File: src/rtl/frmp_pkg.sv
package frmp_pkg;

   localparam logic [7:0] SOF_BYTE  = 8'h55;
   localparam logic [7:0] EOF_BYTE  = 8'hAA;
   localparam logic [7:0] OPC_RESET = 8'h01;
   localparam logic [7:0] OPC_READ  = 8'h10;
   localparam logic [7:0] OPC_WRITE = 8'h11;

   typedef enum logic [2:0] {
      PS_IDLE,
      PS_OPC,
      PS_SEL,
      PS_ADDR,
      PS_DATA,
      PS_END
   } pstate_t;

   typedef enum logic [1:0] {
      OPK_RESET,
      OPK_READ,
      OPK_WRITE
   } opkind_t;

endpackage

File: src/rtl/cmd_frame_parser.sv
module cmd_frame_parser
   import frmp_pkg::*;
#(
   parameter int DATA_W = 32,
   parameter int SEL_W  = 8,
   parameter int ADDR_W = 8
) (
   input  logic              clk,
   input  logic              rst_n,
   input  logic              rx_valid_i,
   input  logic [7:0]        rx_byte_i,
   output logic              acc_strobe_o,
   output logic              acc_we_o,
   output logic [SEL_W-1:0]  acc_sel_o,
   output logic [ADDR_W-1:0] acc_addr_o,
   output logic [DATA_W-1:0] acc_wdata_o,
   output logic              soft_rst_o
);

   localparam int NBYTES = DATA_W / 8;
   localparam int CNT_W  = (NBYTES > 1) ? $clog2(NBYTES) : 1;
   localparam logic [CNT_W-1:0] LAST_IDX = CNT_W'(NBYTES - 1);

   if (DATA_W % 8 != 0 || DATA_W < 8) begin : g_bad_data_w
      $error("DATA_W must be a positive multiple of 8");
   end
   if (SEL_W > 8 || ADDR_W > 8) begin : g_bad_field_w
      $error("SEL_W and ADDR_W must fit in one byte");
   end

   pstate_t           state_q;
   opkind_t           op_q;
   logic [CNT_W-1:0]  cnt_q;
   logic [SEL_W-1:0]  sel_q;
   logic [ADDR_W-1:0] addr_q;
   logic [DATA_W-1:0] data_q;
   logic              shift_en;

   assign shift_en = rx_valid_i && (state_q == PS_DATA);

   always_ff @(posedge clk or negedge rst_n) begin
      if (!rst_n) begin
         state_q      <= PS_IDLE;
         op_q         <= OPK_RESET;
         cnt_q        <= '0;
         sel_q        <= '0;
         addr_q       <= '0;
         acc_strobe_o <= 1'b0;
         acc_we_o     <= 1'b0;
         soft_rst_o   <= 1'b0;
      end else begin
         acc_strobe_o <= 1'b0;
         acc_we_o     <= 1'b0;
         soft_rst_o   <= 1'b0;
         if (rx_valid_i) begin
            case (state_q)
               PS_IDLE: begin
                  if (rx_byte_i == SOF_BYTE) state_q <= PS_OPC;
               end
               PS_OPC: begin
                  case (rx_byte_i)
                     OPC_RESET: begin
                        op_q    <= OPK_RESET;
                        state_q <= PS_END;
                     end
                     OPC_READ: begin
                        op_q    <= OPK_READ;
                        state_q <= PS_SEL;
                     end
                     OPC_WRITE: begin
                        op_q    <= OPK_WRITE;
                        state_q <= PS_SEL;
                     end
                     default: state_q <= PS_IDLE;
                  endcase
               end
               PS_SEL: begin
                  sel_q   <= rx_byte_i[SEL_W-1:0];
                  state_q <= PS_ADDR;
               end
               PS_ADDR: begin
                  addr_q <= rx_byte_i[ADDR_W-1:0];
                  cnt_q  <= '0;
                  state_q <= (op_q == OPK_WRITE) ? PS_DATA : PS_END;
               end
               PS_DATA: begin
                  if (cnt_q == LAST_IDX) state_q <= PS_END;
                  else cnt_q <= cnt_q + 1'b1;
               end
               PS_END: begin
                  state_q <= PS_IDLE;
                  if (rx_byte_i == EOF_BYTE) begin
                     if (op_q == OPK_RESET) begin
                        soft_rst_o <= 1'b1;
                     end else begin
                        acc_strobe_o <= 1'b1;
                        acc_we_o     <= (op_q == OPK_WRITE);
                     end
                  end
               end
               default: state_q <= PS_IDLE;
            endcase
         end
      end
   end

   // Data assembly: first byte lands in the top byte lane
   if (NBYTES == 1) begin : g_data_single
      always_ff @(posedge clk or negedge rst_n) begin
         if (!rst_n)        data_q <= '0;
         else if (shift_en) data_q <= rx_byte_i;
      end
   end else begin : g_data_shift
      always_ff @(posedge clk or negedge rst_n) begin
         if (!rst_n)        data_q <= '0;
         else if (shift_en) data_q <= {data_q[DATA_W-9:0], rx_byte_i};
      end
   end

   assign acc_sel_o   = sel_q;
   assign acc_addr_o  = addr_q;
   assign acc_wdata_o = data_q;

   // access lasts one cycle
   assert_strobe_single_R3: assert property (@(posedge clk) disable iff (!rst_n)
      acc_strobe_o |=> !acc_strobe_o);

   // an access or a soft reset needs an accepted end byte on the previous edge
   assert_end_byte_seen_R9: assert property (@(posedge clk) disable iff (!rst_n)
      (acc_strobe_o || soft_rst_o) |-> $past(rx_valid_i && rx_byte_i == EOF_BYTE));

   // soft reset lasts one cycle and never coincides with an access
   assert_soft_rst_pulse_R2: assert property (@(posedge clk) disable iff (!rst_n)
      soft_rst_o |-> !acc_strobe_o ##1 !soft_rst_o);

   // no accepted byte, no event
   assert_no_valid_no_event_R12: assert property (@(posedge clk) disable iff (!rst_n)
      !$past(rx_valid_i) |-> !(acc_strobe_o || soft_rst_o));

endmodule

File: src/rtl/frame_test_target.sv
module frame_test_target #(
   parameter int              DATA_W   = 32,
   parameter int              SEL_W    = 8,
   parameter int              ADDR_W   = 8,
   parameter int              DBG_W    = 8,
   parameter int              MY_SEL   = 1,
   parameter int              A_ID0    = 'h00,
   parameter int              A_ID1    = 'h01,
   parameter int              A_SCR    = 'h10,
   parameter int              A_DBG    = 'h20,
   parameter logic [DATA_W-1:0] ID0_VAL  = 32'h6672_616D,
   parameter logic [DATA_W-1:0] ID1_VAL  = 32'h0001_0002,
   parameter logic [DATA_W-1:0] SCR_INIT = 32'h1122_3344
) (
   input  logic              clk,
   input  logic              rst_n,
   input  logic              soft_rst_i,
   input  logic              acc_strobe_i,
   input  logic              acc_we_i,
   input  logic [SEL_W-1:0]  acc_sel_i,
   input  logic [ADDR_W-1:0] acc_addr_i,
   input  logic [DATA_W-1:0] acc_wdata_i,
   output logic              rd_valid_o,
   output logic [DATA_W-1:0] rd_data_o,
   output logic [DBG_W-1:0]  dbg_o
);

   if (DBG_W > DATA_W || DBG_W < 1) begin : g_bad_dbg_w
      $error("DBG_W must lie between 1 and DATA_W");
   end

   localparam logic [SEL_W-1:0]  SEL_ME  = SEL_W'(MY_SEL);
   localparam logic [ADDR_W-1:0] AD_ID0  = ADDR_W'(A_ID0);
   localparam logic [ADDR_W-1:0] AD_ID1  = ADDR_W'(A_ID1);
   localparam logic [ADDR_W-1:0] AD_SCR  = ADDR_W'(A_SCR);
   localparam logic [ADDR_W-1:0] AD_DBG  = ADDR_W'(A_DBG);

   logic [DATA_W-1:0] scr_q;
   logic [DBG_W-1:0]  dbg_q;
   logic [DATA_W-1:0] rd_mux;
   logic [DATA_W-1:0] dbg_ext;
   logic              hit;
   logic              wr_hit;

   assign hit    = acc_strobe_i && (acc_sel_i == SEL_ME);
   assign wr_hit = hit && acc_we_i;

   if (DBG_W == DATA_W) begin : g_dbg_full
      assign dbg_ext = dbg_q;
   end else begin : g_dbg_ext
      assign dbg_ext = {{(DATA_W-DBG_W){1'b0}}, dbg_q};
   end

   always_ff @(posedge clk or negedge rst_n) begin
      if (!rst_n) begin
         scr_q <= SCR_INIT;
         dbg_q <= '0;
      end else if (soft_rst_i) begin
         scr_q <= SCR_INIT;
         dbg_q <= '0;
      end else if (wr_hit) begin
         if (acc_addr_i == AD_SCR) scr_q <= acc_wdata_i;
         if (acc_addr_i == AD_DBG) dbg_q <= acc_wdata_i[DBG_W-1:0];
      end
   end

   always_comb begin
      rd_mux = '0;
      if (acc_sel_i == SEL_ME) begin
         if (acc_addr_i == AD_ID0)      rd_mux = ID0_VAL;
         else if (acc_addr_i == AD_ID1) rd_mux = ID1_VAL;
         else if (acc_addr_i == AD_SCR) rd_mux = scr_q;
         else if (acc_addr_i == AD_DBG) rd_mux = dbg_ext;
      end
   end

   always_ff @(posedge clk or negedge rst_n) begin
      if (!rst_n) begin
         rd_valid_o <= 1'b0;
         rd_data_o  <= '0;
      end else begin
         rd_valid_o <= acc_strobe_i && !acc_we_i;
         if (acc_strobe_i && !acc_we_i) rd_data_o <= rd_mux;
      end
   end

   assign dbg_o = dbg_q;

   // read-valid follows a read access by exactly one cycle
   assert_rd_valid_after_read_R5: assert property (@(posedge clk) disable iff (!rst_n)
      rd_valid_o |-> $past(acc_strobe_i && !acc_we_i));

   // soft reset restores the registers
   assert_soft_rst_restores_R2: assert property (@(posedge clk) disable iff (!rst_n)
      soft_rst_i |=> (scr_q == SCR_INIT) && (dbg_q == '0));

   // the debug output moves only after a matching write or a soft reset
   assert_dbg_stable_R8: assert property (@(posedge clk) disable iff (!rst_n)
      !$past(soft_rst_i) && !$past(wr_hit && acc_addr_i == AD_DBG) |-> $stable(dbg_o));

   // a write to another select leaves the scratch register alone
   assert_foreign_write_ignored_R11: assert property (@(posedge clk) disable iff (!rst_n)
      $past(acc_strobe_i && acc_sel_i != SEL_ME) && !$past(soft_rst_i) |-> $stable(scr_q));

endmodule

File: src/rtl/frame_cmd_top.sv
module frame_cmd_top #(
   parameter int DATA_W = 32,
   parameter int SEL_W  = 8,
   parameter int ADDR_W = 8,
   parameter int DBG_W  = 8
) (
   input  logic              clk,
   input  logic              rst_n,
   input  logic              rx_valid_i,
   input  logic [7:0]        rx_byte_i,
   output logic              acc_strobe_o,
   output logic              acc_we_o,
   output logic [SEL_W-1:0]  acc_sel_o,
   output logic [ADDR_W-1:0] acc_addr_o,
   output logic [DATA_W-1:0] acc_wdata_o,
   output logic              soft_rst_o,
   output logic              rd_valid_o,
   output logic [DATA_W-1:0] rd_data_o,
   output logic [DBG_W-1:0]  dbg_o
);

   cmd_frame_parser #(
      .DATA_W (DATA_W),
      .SEL_W  (SEL_W),
      .ADDR_W (ADDR_W)
   ) parser_i (
      .clk          (clk),
      .rst_n        (rst_n),
      .rx_valid_i   (rx_valid_i),
      .rx_byte_i    (rx_byte_i),
      .acc_strobe_o (acc_strobe_o),
      .acc_we_o     (acc_we_o),
      .acc_sel_o    (acc_sel_o),
      .acc_addr_o   (acc_addr_o),
      .acc_wdata_o  (acc_wdata_o),
      .soft_rst_o   (soft_rst_o)
   );

   frame_test_target #(
      .DATA_W (DATA_W),
      .SEL_W  (SEL_W),
      .ADDR_W (ADDR_W),
      .DBG_W  (DBG_W)
   ) target_i (
      .clk          (clk),
      .rst_n        (rst_n),
      .soft_rst_i   (soft_rst_o),
      .acc_strobe_i (acc_strobe_o),
      .acc_we_i     (acc_we_o),
      .acc_sel_i    (acc_sel_o),
      .acc_addr_i   (acc_addr_o),
      .acc_wdata_i  (acc_wdata_o),
      .rd_valid_o   (rd_valid_o),
      .rd_data_o    (rd_data_o),
      .dbg_o        (dbg_o)
   );

endmodule

File: config.mk
export PLATFORM = sky130hd
export DESIGN_NAME = frame_cmd_top
export DESIGN_NICKNAME = d
export VERILOG_FILES = /design/src/rtl/frmp_pkg.sv /design/src/rtl/cmd_frame_parser.sv /design/src/rtl/frame_test_target.sv /design/src/rtl/frame_cmd_top.sv
export SDC_FILE = /design/constraint.sdc
export NUM_CORES = 1
export LEC_CHECK = 0
export ABC_CLOCK_PERIOD_IN_PS = 2360
export BUFFER_PORTS_ARGS = -buffer_cell sky130_fd_sc_hd__buf_2
export CAP_MARGIN = 25
export CORE_ASPECT_RATIO = 1.2
export CORE_MARGIN = 4
export CORE_UTILIZATION = 55
export CTS_CLUSTER_DIAMETER = 100
export DETAILED_ROUTE_END_ITERATION = 10
export PLACE_DENSITY = 0.77
export SLEW_MARGIN = 20
export SYNTH_ARGS = -nofsm -noshare
export SYNTH_HDL_FRONTEND = slang
export SYNTH_SLANG_ARGS = --single-unit
File: constraint.sdc
create_clock -name clk -period 2.36 [get_ports clk]
set_clock_uncertainty 0.05 [all_clocks]
set_input_delay 0.236 -clock clk [delete_from_list [all_inputs] [get_ports clk]]
set_output_delay 0.236 -clock clk [all_outputs]
set_load 0.02 [all_outputs]
==> flow_summary.ini, run 1 <==
[timing]
fmax_ghz = 0.4976
period_share_pct = 85.16
setup_tns_ps = 0
slew_headroom_pct = 55.77
rsz0062_at_grt = no
hold_violations = 0
drv_slew = 0
holdWs_ps = 59.57
fin_crit_ps = 2010
setup_slack_ps = 350.2
worst_pin_slew_ps = 654.2
setup_viol = 0

[cells_and_area]
diodes = 0
area_delta_synth_final_pct = 22.36
fin_nets = 600
final_core_util_pct = 69.22
fin_cells = 727
mostFrequentLayoutCells = dfrtp_1, buf_2, mux2_2, o21ai_0, a21oi_1
drive_above_1_share_pct = 35.44
layout_commonest_cell = dfrtp_1

[logic_synthesis]
yosys.area.top_type_share_pct = 53.21
ys_types = 48
syn_area_per_cell_um2 = 11.64
synth_area_mm2 = 0.005690
synth_top_cell_by_area = dfrtp_1
synth_warnings = 0
ys_ff_latch = 131
async_flop_share_pct = 100.0
syn-num-nets = 501
synth_ff_type = dfrtp_1
ys_seq_area_share_pct = 57.83
synth-edff-count = 0
synth_area_leaders = dfrtp_1, mux2_2, dfstp_2, o21ai_0, a21oi_1
netlist_instances = 489

[grt]
grt_pass1_wl_um = 23160
grt_overflow = 0
grt_max_degree = 60
grt_pass1_vias = 4384
grt_usage_pct = 25.03
antenna_found_initial = 0

[routing]
vias = 4329
wire_per_inst_um = 19.62
first_iter_violations = 323
first_pass_iters = 5
final_antenna_net_count = 0
vias_per_cell = 5.955
drc = 0
routed_wl_um = 14260

[setup_path]
crit_fanout = 22
crit_path_start_kind = flip-flop
end_kind = flip-flop
crit_required_ps = 2570
cp_data_arrival_time_ps = 2220
rrSetupSlack_ps = 350
crit_path_cell_trace = nor4b_4 > nand4_1 > buf_4 > o21ai_0 > a21oi_1
critPathMaxStageDelay_ps = 510
crit_path_top_delay_cell = dfrtp_1
crit_type = reg -> reg

[floorplanning]
ios = 103
core-area_mm2 = 0.01006
start_util_pct = 56.57
fp.dieW_um = 100.9
num_rows = 40
die_h_um = 119.4
die_area_mm2 = 0.01204

[clock_tree]
clock_path_buffers = 2
postCtsSetupBuffers = 0
clk_latency_ps = 410
cts_root_buf = clkbuf_16
clock_sinks = 131
tritoncts = done
h-tree-depth = 4
numCtsBuffers = 17
path_clk_slew_ps = 60

[placed_design]
place_inst = 694
gp_congestion = 0.9103
place_ws_ps = 396.0
hpwl_um = 9879
port_buffers = 102

[power_and_ir_drop]
leakagePower_nw = 3.523
pwr_density_cell_mw_per_mm2 = 754.6
peakVddDrop_uv = 610.8

[flow_run]
drv_cap = 0

[hold_path]
min_path_type = in -> reg

[run_status]
status = finished clean
-- cell type report --
| class | instances | area (um^2) |
|---|---|---|
| sequential | 131 | 3291 |
| multi-input combinational | 317 | 2197 |
| fill | 736 | 3097 |
| clock buffer | 24 | 511.7 |
| timing repair buffer | 115 | 638.1 |
| tap | 126 | 157.7 |
| inverter | 6 | 22.52 |
| clock inverter | 8 | 145.1 |
-- metal layers --
| layer | up-vias | part of all wire (%) | GRT usage (%) |
|---|---|---|---|
| met5 | - | 0 | 0 |
| met2 | 198 | 50 | 40.49 |
| met1 | 2153 | 40 | 32.18 |
| met4 | 0 | 3.0 | 11.46 |
| met3 | 30 | 6.1 | 5.038 |
| li1 | 1948 | - | - |
-- logic make-up after synthesis --
family,count (synthesis),share of synthesized area (%)
mux,67,12.84
flops,131,57.83
compound gates,113,11.63
simple gates,136,13.65
fa+ha+maj,1,0.2198
buf+inv,41,3.826
-- worst max-delay path, delay by kind of cell (launching register included) --
family	cells	cell delay [ps]
AO/OA/AOI/OAI	2	400
AND/OR/NAND/NOR	2	650
buffers and inverters	1	240
flip-flops	1	510
-- worst paths after layout --
| kind | from | endpoint | cells past startpoint |
|---|---|---|---|
| min reg2reg | target_i.rd_data_o[17]$_DFFE_PN0P_ | target_i.rd_data_o[17]$_DFFE_PN0P_ | 2 |
| min in group asynchronous | rst_n | target_i.rd_data_o[30]$_DFFE_PN0P_ | 2 |
| max | parser_i.acc_addr_o[5]$_DFFE_PN0P_ | target_i.scr_q[27]$_DFFE_PN0P_ | 5 |
| min | rx_byte_i[0] | parser_i.op_q[0]$_DFFE_PN0P_ | 2 |
| max in group asynchronous | rst_n | target_i.scr_q[2]$_DFFE_PN1P_ | 3 |
| max reg2reg | parser_i.acc_addr_o[5]$_DFFE_PN0P_ | target_i.scr_q[27]$_DFFE_PN0P_ | 5 |
-- synth_stat cells (all sizes together) (4+ instances only) --
| library cell | instances |
|---|---|
| dfrtp | 121 |
| o21ai | 49 |
| mux2 | 48 |
| a21oi | 38 |
| nand2 | 27 |
| nand2b | 24 |
| nand3 | 24 |
| nor2 | 24 |
| mux2i | 19 |
| clkbuf | 18 |
| buf | 17 |
| a22o | 13 |
| dfstp | 10 |
| inv | 6 |
| a32o | 5 |
| and3 | 5 |
| nor4 | 5 |
| nor2b | 4 |
| nor4b | 4 |
-- power by group --
| part | internal (mW) | leakage (nW) | switching (mW) | total (mW) |
|---|---|---|---|---|
| combinational | 0.0328 | 1.41 | 0.0775 | 0.110 |
| clock | 1.93 | 0.318 | 0.941 | 2.87 |
| sequential | 2.25 | 1.79 | 0.0146 | 2.27 |
| total | 4.22 | 3.52 | 1.03 | 5.25 |
-- stage by stage --
stage | total power [mW] | area [um^2]
floorplan | 2.334 | 5690
global placement | 2.415 | 6296
detailed placement | 2.419 | 6296
CTS | 5.274 | 6963
global route | 5.385 | 6963
finish | 5.254 | 6963
-- sequential cells by signal, indices dropped and copies added, names as in the netlist --
| register | flops |
|---|---|
| target_i.dbg_o | 8 |
| parser_i.soft_rst_o | 1 |
| parser_i.acc_wdata_o | 32 |
| target_i.scr_q | 32 |
| target_i.rd_data_o | 32 |
| target_i.rd_valid_o | 1 |
| parser_i.acc_we_o | 1 |
| parser_i.acc_addr_o | 8 |
| parser_i.state_q | 3 |
| parser_i.acc_strobe_o | 1 |
| parser_i.cnt_q | 2 |
| parser_i.op_q | 2 |
| parser_i.acc_sel_o | 8 |
-- repair_timing --
item,in CTS,in global routing
setup endpoints to repair,0,0
hold buffers,1,0
resized for setup,0,0
hold endpoints to repair,38,0
(Power assumes the default switching activity.)
==> run 2: changes to the inputs <==
BUFFER_PORTS_ARGS = not set   (was -buffer_cell sky130_fd_sc_hd__buf_2)
DONT_BUFFER_PORTS = 1   (was not set)
PLACE_DENSITY = 0.68   (was 0.77)
==> flow_summary.ini, run 2 (synthesized netlist as in run 1, its figures left out) <==
[run_status]
status = finished, violations left
violations = hold timing

[floorplanning]
die_area_mm2 = 0.01204
fp.dieW_um = 100.9
die_h_um = 119.4
ios = 103
start_util_pct = 56.57
num_rows = 40
core-area_mm2 = 0.01006

[timing]
period_share_pct = 90.47
hold_violations = 131
rsz0062_at_grt = no
fin_crit_ps = 2135
drv_slew = 0
holdWs_ps = -532.9
fmax_ghz = 0.4683
worst_pin_slew_ps = 681.2
setup_tns_ps = 0
setup_viol = 0
slew_headroom_pct = 53.95

[routing]
wire_per_inst_um = 21.44
first_iter_violations = 199
first_pass_iters = 4
vias = 3878
drc = 0
vias_per_cell = 6.107
final_antenna_net_count = 0
routed_wl_um = 13620

[power_and_ir_drop]
pwr_density_cell_mw_per_mm2 = 744.5
peakVddDrop_uv = 637.1
leakagePower_nw = 2.971

[cells_and_area]
design_area_mm2 = 0.006477
drive_above_1_share_pct = 22.00
diodes = 0
mostFrequentLayoutCells = dfrtp_1, mux2_2, o21ai_0, a21oi_1, nand2_1
layout_commonest_cell = dfrtp_1
fin_nets = 510
area_delta_synth_final_pct = 13.83

[clock_tree]
h-tree-depth = 4
path_clk_slew_ps = 60
cts_root_buf = clkbuf_16
clk_latency_ps = 410
clock_sinks = 131
postCtsSetupBuffers = 0
cts_hold_buf = 10
numCtsBuffers = 17
clock_path_buffers = 2
tritoncts = done

[hold_path]
min_path_type = in -> async

[placed_design]
gp_congestion = 0.8622
place_area_mm2 = 0.005819
hpwl_um = 9108
port_buffers = 0

[setup_path]
crit_fanout = 12
cp_data_arrival_time_ps = 2440
crit_path_start_kind = flip-flop
crit_type = reg -> reg
end_kind = flip-flop
rr_worst_depth = 5
crit_required_ps = 2660

[grt]
grt_max_degree = 132
grt_overflow = 0
antenna_found_initial = 0
grt_pass1_vias = 3967
grt_pass1_wl_um = 21680
grt_usage_pct = 23.77

[flow_run]
drv_cap = 0
==> run 2: cell count changes in the layout (fill, tap and decap cells not counted), sizes merged <==
| cell | before | now |
|---|---|---|
| buf | 114 | 15 |
| dlygate4sd3 | 1 | 10 |
| clkinv | 2 | 5 |
| clkbuf | 24 | 20 |
| bufinv | 4 | 2 |
| clkinvlp | 2 | 3 |
==> run 2: per-stage QoR <==
step                      hold WS [ps]  power (mW)  setup slack (ps)  utilization [%]  instances
final                           -532.9       4.823             224.8            64.39        635
after global routing            -550.8       4.955             98.63            64.39        635
after CTS                       -546.1       4.844             250.2            64.39        635
after detailed placement        -105.1       2.342             307.2            57.85        595
after global placement          -104.9       2.339             379.6            57.85        595
after floorplan                 -109.6       2.334             572.1                -        489
==> run 2: cell type report <==
cell class                 count  area (um^2)
multi-input combinational    317         2197
tap                          126        157.7
fill                         791         3582
clock inverter                10        111.4
timing repair buffer          25        250.2
sequential                   131         3292
inverter                       6        22.52
clock buffer                  20        446.7
==> run 2: worst paths after layout <==
kind | from | to | slack [ps]
hold / removal | rst_n | target_i.scr_q[0]$_DFFE_PN0P_ | -530
max in group asynchronous | rst_n | target_i.scr_q[6]$_DFFE_PN1P_ | 2580
setup / recovery | parser_i.state_q[0]$_DFFE_PN0P_ | parser_i.op_q[0]$_DFFE_PN0P_ | 220
hold reg to reg | parser_i.op_q[0]$_DFFE_PN0P_ | parser_i.soft_rst_o$_DFF_PN0_ | 420
min in group clk | rx_valid_i | parser_i.state_q[2]$_DFFE_PN0P_ | 30
setup reg to reg | parser_i.state_q[0]$_DFFE_PN0P_ | parser_i.op_q[0]$_DFFE_PN0P_ | 220
==> run 2: metal layers <==
| layer | routed length [um] | up-vias | GRT usage (%) |
|---|---|---|---|
| met4 | 374 | 0 | 10.19 |
| met2 | 6774 | 133 | 37.85 |
| li1 | - | 1773 | - |
| met1 | 5469 | 1947 | 28.98 |
| met3 | 998 | 25 | 8.436 |
| met5 | 0 | - | 0 |
==> run 2: critical path: stages, from the launching register on <==
cell,delay (ps)
dfrtp_1,600
nor4b_2,400
and3_1,290
a21oi_1,90
a21oi_1,100
dlygate4sd3_1,550
==> run 2: what timing repair did <==
action,CTS,global route
endpoints found under the hold margin,161,131
endpoints found under the setup margin,0,0
gates resized for setup,0,0
==> run 2: where the power goes <==
part / switching (mW) / internal (mW)
Clock: 0.937 / 1.56
Sequential: 0.0183 / 2.25
Combinational: 0.0255 / 0.0269
